[src/rtl/pinctl_pkg.sv]
package pinctl_pkg;
  localparam int REG_AW = 5;

  // group index lives in addr[4:2], access kind in addr[1:0]
  localparam logic [2:0] GRP_OWN  = 3'd0;
  localparam logic [2:0] GRP_OE   = 3'd1;
  localparam logic [2:0] GRP_DAT  = 3'd2;
  localparam logic [2:0] GRP_OD   = 3'd3;
  localparam logic [2:0] GRP_PU   = 3'd4;
  localparam logic [2:0] GRP_PD   = 3'd5;
  localparam logic [2:0] GRP_MISC = 3'd6;

  localparam logic [1:0] SUB_SET  = 2'd0;
  localparam logic [1:0] SUB_CLR  = 2'd1;
  localparam logic [1:0] SUB_STAT = 2'd2;

  localparam logic [REG_AW-1:0] A_PU_SET  = {GRP_PU, SUB_SET};
  localparam logic [REG_AW-1:0] A_PU_CLR  = {GRP_PU, SUB_CLR};
  localparam logic [REG_AW-1:0] A_PU_STAT = {GRP_PU, SUB_STAT};
  localparam logic [REG_AW-1:0] A_PD_SET  = {GRP_PD, SUB_SET};
  localparam logic [REG_AW-1:0] A_PD_CLR  = {GRP_PD, SUB_CLR};
  localparam logic [REG_AW-1:0] A_PD_STAT = {GRP_PD, SUB_STAT};
  localparam logic [REG_AW-1:0] A_OD_SET  = {GRP_OD, SUB_SET};
  localparam logic [REG_AW-1:0] A_SEL_LO  = {GRP_MISC, 2'd0};
  localparam logic [REG_AW-1:0] A_SEL_HI  = {GRP_MISC, 2'd1};
  localparam logic [REG_AW-1:0] A_PIN_DAT = {GRP_MISC, 2'd2};
  localparam logic [REG_AW-1:0] A_NONE    = 5'h1F;

  typedef enum logic [1:0] {FN_A = 2'd0, FN_B = 2'd1, FN_C = 2'd2, FN_D = 2'd3} fn_sel_e;
endpackage

[src/rtl/pinctl_setclr.sv]
module pinctl_setclr #(
  parameter int          N_PINS = 32,
  parameter logic [31:0] RST_ONE = 32'd0
) (
  input  logic              clk,
  input  logic              rst,
  input  logic              set_stb,
  input  logic              clr_stb,
  input  logic [N_PINS-1:0] mask,
  output logic [N_PINS-1:0] q
);
  localparam logic [N_PINS-1:0] RST_VAL = RST_ONE[0] ? '1 : '0;

  always_ff @(posedge clk) begin
    if (rst)          q <= RST_VAL;
    else if (set_stb) q <= q | mask;
    else if (clr_stb) q <= q & ~mask;
  end
endmodule

[src/rtl/pinctl_pull.sv]
module pinctl_pull #(
  parameter int N_PINS = 32
) (
  input  logic              clk,
  input  logic              rst,
  input  logic              up_set,
  input  logic              up_clr,
  input  logic              dn_set,
  input  logic              dn_clr,
  input  logic [N_PINS-1:0] mask,
  output logic [N_PINS-1:0] up,
  output logic [N_PINS-1:0] dn
);
  always_ff @(posedge clk) begin
    if (rst) begin
      up <= '1;
      dn <= '0;
    end else if (up_set) begin
      up <= up | mask;
      dn <= dn & ~mask;
    end else if (dn_set) begin
      dn <= dn | mask;
      up <= up & ~mask;
    end else if (up_clr) begin
      up <= up & ~mask;
    end else if (dn_clr) begin
      dn <= dn & ~mask;
    end
  end
endmodule

[src/rtl/pinctl_sync.sv]
module pinctl_sync #(
  parameter int N_PINS = 32,
  parameter int STAGES = 2
) (
  input  logic              clk,
  input  logic              rst,
  input  logic [N_PINS-1:0] d,
  output logic [N_PINS-1:0] q
);
  logic [N_PINS-1:0] stg [STAGES];

  for (genvar s = 0; s < STAGES; s++) begin : g_stage
    always_ff @(posedge clk) begin
      if (rst) stg[s] <= '0;
      else if (s == 0) stg[s] <= d;
      else stg[s] <= stg[(s == 0) ? 0 : s-1];
    end
  end

  assign q = stg[STAGES-1];
endmodule

[src/rtl/pinctl_padmux.sv]
module pinctl_padmux
  import pinctl_pkg::*;
#(
  parameter int N_PINS = 32
) (
  input  logic                clk,
  input  logic                rst,
  input  logic [N_PINS-1:0]   own,
  input  logic [N_PINS-1:0]   oe,
  input  logic [N_PINS-1:0]   dat,
  input  logic [N_PINS-1:0]   sel_lo,
  input  logic [N_PINS-1:0]   sel_hi,
  input  logic [4*N_PINS-1:0] periph_oe,
  input  logic [4*N_PINS-1:0] periph_out,
  output logic [N_PINS-1:0]   pad_oe,
  output logic [N_PINS-1:0]   pad_out
);
  logic [N_PINS-1:0] nxt_oe, nxt_out;

  for (genvar i = 0; i < N_PINS; i++) begin : g_pin
    fn_sel_e fn;
    logic    f_oe, f_out;
    always_comb begin
      fn = fn_sel_e'({sel_hi[i], sel_lo[i]});
      unique case (fn)
        FN_A: begin f_oe = periph_oe[i];            f_out = periph_out[i];            end
        FN_B: begin f_oe = periph_oe[N_PINS+i];     f_out = periph_out[N_PINS+i];     end
        FN_C: begin f_oe = periph_oe[2*N_PINS+i];   f_out = periph_out[2*N_PINS+i];   end
        default: begin f_oe = periph_oe[3*N_PINS+i]; f_out = periph_out[3*N_PINS+i]; end
      endcase
      nxt_oe[i]  = own[i] ? oe[i]  : f_oe;
      nxt_out[i] = own[i] ? dat[i] : f_out;
    end
  end

  always_ff @(posedge clk) begin
    if (rst) begin
      pad_oe  <= '0;
      pad_out <= '0;
    end else begin
      pad_oe  <= nxt_oe;
      pad_out <= nxt_out;
    end
  end
endmodule

[src/rtl/pinctl_bank.sv]
module pinctl_bank
  import pinctl_pkg::*;
#(
  parameter int N_PINS = 32
) (
  input  logic                clk,
  input  logic                rst,
  input  logic                wr_en,
  input  logic                rd_en,
  input  logic [REG_AW-1:0]   addr,
  input  logic [N_PINS-1:0]   wdata,
  output logic [N_PINS-1:0]   rdata,
  input  logic [N_PINS-1:0]   pad_in,
  input  logic [4*N_PINS-1:0] periph_oe,
  input  logic [4*N_PINS-1:0] periph_out,
  output logic [N_PINS-1:0]   pad_oe,
  output logic [N_PINS-1:0]   pad_out,
  output logic [N_PINS-1:0]   pad_opendrain,
  output logic [N_PINS-1:0]   pad_pullup,
  output logic [N_PINS-1:0]   pad_pulldown,
  output logic [2*N_PINS-1:0] pad_fsel
);
  localparam int N_SC = 4;  // own, oe, dat, od share the set/clear layout

  logic [2:0]        grp;
  logic [1:0]        sub;
  logic [N_PINS-1:0] cfg [N_SC];
  logic [N_PINS-1:0] pu, pd, sel_lo, sel_hi, pin_sync;

  assign grp = addr[REG_AW-1:2];
  assign sub = addr[1:0];

  for (genvar g = 0; g < N_SC; g++) begin : g_sc
    logic set_stb, clr_stb;
    assign set_stb = wr_en && (grp == 3'(g)) && (sub == SUB_SET);
    assign clr_stb = wr_en && (grp == 3'(g)) && (sub == SUB_CLR);
    pinctl_setclr #(.N_PINS(N_PINS), .RST_ONE((g == 0) ? 32'd1 : 32'd0)) u_reg (
      .clk(clk), .rst(rst), .set_stb(set_stb), .clr_stb(clr_stb),
      .mask(wdata), .q(cfg[g]));
  end

  pinctl_pull #(.N_PINS(N_PINS)) u_pull (
    .clk(clk), .rst(rst),
    .up_set(wr_en && addr == A_PU_SET), .up_clr(wr_en && addr == A_PU_CLR),
    .dn_set(wr_en && addr == A_PD_SET), .dn_clr(wr_en && addr == A_PD_CLR),
    .mask(wdata), .up(pu), .dn(pd));

  always_ff @(posedge clk) begin
    if (rst) begin
      sel_lo <= '0;
      sel_hi <= '0;
    end else if (wr_en) begin
      if (addr == A_SEL_LO) sel_lo <= wdata;
      if (addr == A_SEL_HI) sel_hi <= wdata;
    end
  end

  pinctl_sync #(.N_PINS(N_PINS), .STAGES(2)) u_sync (
    .clk(clk), .rst(rst), .d(pad_in), .q(pin_sync));

  pinctl_padmux #(.N_PINS(N_PINS)) u_mux (
    .clk(clk), .rst(rst),
    .own(cfg[GRP_OWN]), .oe(cfg[GRP_OE]), .dat(cfg[GRP_DAT]),
    .sel_lo(sel_lo), .sel_hi(sel_hi),
    .periph_oe(periph_oe), .periph_out(periph_out),
    .pad_oe(pad_oe), .pad_out(pad_out));

  logic [2*N_PINS-1:0] fsel_nxt;
  for (genvar i = 0; i < N_PINS; i++) begin : g_fsel
    assign fsel_nxt[2*i +: 2] = {sel_hi[i], sel_lo[i]};
  end

  always_ff @(posedge clk) begin
    if (rst) begin
      pad_opendrain <= '0;
      pad_pullup    <= '1;
      pad_pulldown  <= '0;
      pad_fsel      <= '0;
    end else begin
      pad_opendrain <= cfg[GRP_OD];
      pad_pullup    <= pu;
      pad_pulldown  <= pd;
      pad_fsel      <= fsel_nxt;
    end
  end

  logic [N_PINS-1:0] rd_nxt;
  always_comb begin
    rd_nxt = '0;
    if (sub == SUB_STAT) begin
      unique case (grp)
        GRP_OWN, GRP_OE, GRP_DAT, GRP_OD: rd_nxt = cfg[grp[1:0]];
        GRP_PU:  rd_nxt = ~pu;
        GRP_PD:  rd_nxt = ~pd;
        GRP_MISC: rd_nxt = pin_sync;
        default: rd_nxt = '0;
      endcase
    end else if (addr == A_SEL_LO) begin
      rd_nxt = sel_lo;
    end else if (addr == A_SEL_HI) begin
      rd_nxt = sel_hi;
    end
  end

  always_ff @(posedge clk) begin
    if (rst)        rdata <= '0;
    else if (rd_en) rdata <= rd_nxt;
  end
endmodule

[config.mk]
export PLATFORM = sky130hd
export DESIGN_NAME = pinctl_bank
export DESIGN_NICKNAME = d
export VERILOG_FILES = /design/src/rtl/pinctl_pkg.sv /design/src/rtl/pinctl_setclr.sv /design/src/rtl/pinctl_pull.sv /design/src/rtl/pinctl_sync.sv /design/src/rtl/pinctl_padmux.sv /design/src/rtl/pinctl_bank.sv
export SDC_FILE = /design/constraint.sdc
export NUM_CORES = 1
export LEC_CHECK = 0
export CAP_MARGIN = 0
export CORE_ASPECT_RATIO = 0.7
export CORE_MARGIN = 3
export CORE_UTILIZATION = 49
export DETAILED_ROUTE_END_ITERATION = 8
export GPL_TIMING_DRIVEN = 0
export PLACE_DENSITY = 0.8
export SYNTH_ARGS = -nofsm -noshare
export SYNTH_HDL_FRONTEND = slang
export SYNTH_SLANG_ARGS = --single-unit
[constraint.sdc]
create_clock -name clk -period 2.2 [get_ports clk]
set_input_delay 0.44 -clock clk [delete_from_list [all_inputs] [get_ports clk]]
set_output_delay 0.44 -clock clk [all_outputs]
set_load 0.02 [all_outputs]
==> results.md <==
- The finished layout holds 3,572 standard cells, fillers aside.
- Synthesis inferred 576 register bits.
- The cell count after synthesis came out at 2,290.
- Setup repair after global routing could not meet its margin everywhere.
- Combinational cells account for 10.1% of the total power.
- Of all nets on the critical path, the largest fanout is 10.
- The total of warnings raised by yosys is 0.
- The dominant synthesized flop cell is sky130_fd_sc_hd__dfxtp_1.
- The first-pass GRT wire length is 142 mm.
- The wire length reported by the detailed router is 100 mm.
- The final-report setup violation count is 3.
- The buffers plus inverters on the worst setup path is 4.
- The floorplan step defined a die boundary enclosing 48,400 um2.
- The kind of end point of the critical path is a flop.
- The detailed-route DRC error count is 0.
- The width of the die is 262 um.
- The number of I/O port buffers is 581.
- At the pin with the least slew margin, the transition time is 986 ps.
- The area of the mapped netlist is 22,400 um2.
- The detailed router put a total of 39.4 mm of wire on met1.
- The max-cap violation count is 0.
- During I/O placement, the number of pins put on the boundary was 585.
- The initial antenna violation count was 14.
- Counting stages on the worst path, the most repeated cell is sky130_fd_sc_hd__buf_4.
- The maximum number of pins on one net before global-route repair is 16.
- The most used standard cell by instance count after synthesis is sky130_fd_sc_hd__dfxtp_1.
- The number of synthesized flops with an enable pin is 0.
- The power per cell area is 732 nW/um2.
- The clock network fraction of total power is 42.8%.
- The via count normalized by instance count is 6.19.
- The detail route stage leaves a number of antenna-violating nets equal to 0.
- The final-layout setup total negative slack is -80.9 ps.
- The worst stage delay on the critical path is 540 ps.
- Walking the worst path, the cells encountered are clkdlybuf4s50_1 > clkbuf_4 > buf_4 > buf_4 > mux2i_1 > a22oi_1 > o211ai_1 > a31oi_1.
- In this run the static leakage power is 11.4 nW.
- For this block, the via count after detailed routing is 22,109.
- The number of nets in the layout is 3,258.
- The completed layout was analyzed and its total power is 0.0228 W.
- The power spent charging and discharging nets is 0.00557 W.
- The flow ran to the end, but the final reports show violations.
- Sequential cells account for 47.0% of the total power.
- The routed wire length per instance is 28.1 um.
- The data required time of the critical path is 2720 ps.
- Global routing used 39.9% of the available tracks across all layers.
- After floorplanning, the core was sized to cover 44,400 um2.
- The number of CTS-inserted buffers is 53.
- The max-slew violation count is 0.
- The placement row count is 64.
- The cell taking the most area after synthesis is sky130_fd_sc_hd__dfxtp_1.
- The final critical path takes up 102% of the cycle.
- Timing analysis after detailed placement gives a worst setup slack of -1090 ps.
- The number of global-route vias before repair was 21,566.
- Clock latency on the worst-skew pair, taken at its later pin, is 600 ps.
- Summing all non-filler instances in the final layout gives an area of 31,100 um2.
- In the post-route analysis, the smallest setup slack over all paths is -39.6 ps.
- The filler cell count is 3,390.
- The area share of the largest cell type after synthesis is 51.4%.
- The slowest cell on the critical path is sky130_fd_sc_hd__clkdlybuf4s50_1.
- Counting tap cells, the placed design contains a total of 3,466 instances.
- The cell area after placement is 29,000 um2.
- The class of the worst hold path is input pin to flop.
- The first routing iteration left 2,823 violations.
- The shortest period the worst path allows is 2240 ps.
- After synthesis, the cell types taking the most area are sky130_fd_sc_hd__dfxtp_1 51%, sky130_fd_sc_hd__mux4_2 6.4%, sky130_fd_sc_hd__mux2i_1 5.7%.
- The routed design uses 42.9 mm of met2 wire.
- Sequential cells were found to cover 51.4% of the synthesized design area.
- Timing would allow up to 447 MHz.
- The switching power as a share of total power is 24.5%.
- The cell family with the largest share of critical-path delay is buffers and inverters.
- The total grt overflow is 0.
- The worst slew margin relative to its limit is 34.2%.
- The starting utilization of the core area is 50.5%.
- The number of nets in the synthesized netlist is 2,619.
- The synthesized area divided by synthesized cell count is 9.80 um2.
- The arrival time reported for the critical path endpoint is 2760 ps.
- In the final layout, the share of cells above drive strength 1 is 10.1%.
- In the synthesized netlist the async set-or-reset flop fraction comes to 0%.
- The final reports fail on negative setup slack.
- The area added between synthesis and finish is 38.6%.
- The clock drives 576 sinks.
- The H-tree depth is 2.
- STA classifies the critical path startpoint as an input pin.
- The number of detailed-routing iterations run before antenna repair is 7.
- The tree is rooted in a sky130_fd_sc_hd__clkbuf_16.
- The internal power of the cells is 0.0172 W.
- The die outline height is 185 um.
- The CTS tree is yes.
- The maximum buffer depth of the clock tree is 3.
- Clock skew on the completed layout was measured at 14.0 ps.
- Sorting the synthesized cells by how often they occur yields 576 x sky130_fd_sc_hd__dfxtp_1, 231 x sky130_fd_sc_hd__a21oi_1, 214 x sky130_fd_sc_hd__nor2_1, 194 x sky130_fd_sc_hd__nor2b_1, 170 x sky130_fd_sc_hd__clkbuf_1.
- The final weighted congestion of routability-driven global placement is 1.00.
- Signal routing reaches up to met5.
- The count of endpoints failing hold in the final timing report is 0.
- The count of different cell masters after synthesis is 35.
- After clock tree synthesis, the clock-pin slew on the worst setup and hold paths is 60 ps.
- The worst setup path is of the input pin to flop kind.
- The total met3 wirelength after detailed routing is 13.4 mm.
- In this run, post-CTS hold repair placed 0 buffers.
- The worst ir drop on vdd is 665 uV.
- The placed wire-length estimate is 75.5 mm.
[cells by family after synthesis]
kind of cell           count (synthesis)  synth area share, %
buffers and inverters                244                 4.25
flip-flops                           576                 51.4
AND/OR/NAND/NOR                      661                 14.1
multiplexers                         192                 12.1
AO/OA/AOI/OAI                        617                 18.1
[cell type report]
cell class	count	area (um2)	area share, %
flip-flops and latches	576	11500	37.1
multi-input cells	1470	10100	32.3
repair buffers	585	5860	18.8
clock buffers	78	1530	4.93
plain buffers	209	963	3.10
well taps	594	743	2.39
clock inverters	21	275	0.885
inverters	34	128	0.410
diodes	5	12.5	0.0402
[path summary, 6_finish.rpt]
kind | to | depth (start not counted) | slack [ps] | from
worst max-delay path | rdata[25] | 8 | -40 | addr[3]
worst min-delay path | u_sync.stg[0][4] | 2 | 390 | pad_in[4]
worst max register to register | u_mux.pad_oe[25] | 3 | 630 | sel_lo[25]
worst min register to register | u_sync.stg[1][2] | 1 | 440 | u_sync.stg[0][2]
[per-stage QoR]
stage,util [%],hold WS [ps]
floorplan,-,414
global placement,65.2,420
detailed placement,65.3,425
CTS,69.7,385
global route,70.0,396
finish,70.0,392
[cell usage in the layout (no fill, tap or decap), types with 7 or more instances in the layout]
master,n
sky130_fd_sc_hd__or2_2,32
sky130_fd_sc_hd__nand2_1,166
sky130_fd_sc_hd__buf_1,8
sky130_fd_sc_hd__o211ai_1,32
sky130_fd_sc_hd__clkdlybuf4s50_1,580
sky130_fd_sc_hd__buf_2,16
sky130_fd_sc_hd__a31oi_1,32
sky130_fd_sc_hd__nor2_1,212
sky130_fd_sc_hd__o21ai_0,33
sky130_fd_sc_hd__nand3_1,35
sky130_fd_sc_hd__clkbuf_16,55
sky130_fd_sc_hd__o21bai_1,32
sky130_fd_sc_hd__dfxtp_1,576
sky130_fd_sc_hd__nor2b_1,194
sky130_fd_sc_hd__clkbuf_4,12
sky130_fd_sc_hd__a22oi_1,63
sky130_fd_sc_hd__mux2i_1,128
sky130_fd_sc_hd__a211o_1,32
sky130_fd_sc_hd__clkinv_2,9
sky130_fd_sc_hd__clkbuf_1,121
sky130_fd_sc_hd__o21ai_1,31
sky130_fd_sc_hd__a21oi_1,226
sky130_fd_sc_hd__buf_4,12
sky130_fd_sc_hd__a311oi_1,96
sky130_fd_sc_hd__mux4_2,64
sky130_fd_sc_hd__o2bb2ai_1,7
sky130_fd_sc_hd__inv_1,34
sky130_fd_sc_hd__clkbuf_2,58
sky130_fd_sc_hd__a2bb2oi_1,25
sky130_fd_sc_hd__clkbuf_8,7
[power groups by stage]
stage | clock [W] | sequential (W) | combinational, W
floorplan | 0 | 0.0110 | 0.000848
detailed placement | 0 | 0.0109 | 0.00219
global route | 0.0101 | 0.0107 | 0.00238
finish | 0.00974 | 0.0107 | 0.00230
CTS | 0.00969 | 0.0107 | 0.00222
global placement | 0 | 0.0109 | 0.00214
[layer usage]
| layer | global-route usage, % | vias to the layer above |
|---|---|---|
| met4 | 16.8 | 14 |
| met5 | 1.09 | - |
| met1 | 53.3 | 10756 |
| li1 | - | 9395 |
| met3 | 13.7 | 289 |
| met2 | 59.1 | 1655 |
[repair_timing]
item                                    in CTS  in global routing
gates resized for setup                     71                 67
setup buffers                                1                  2
endpoints found under the setup margin     303                247
(Power assumes the default switching activity.)
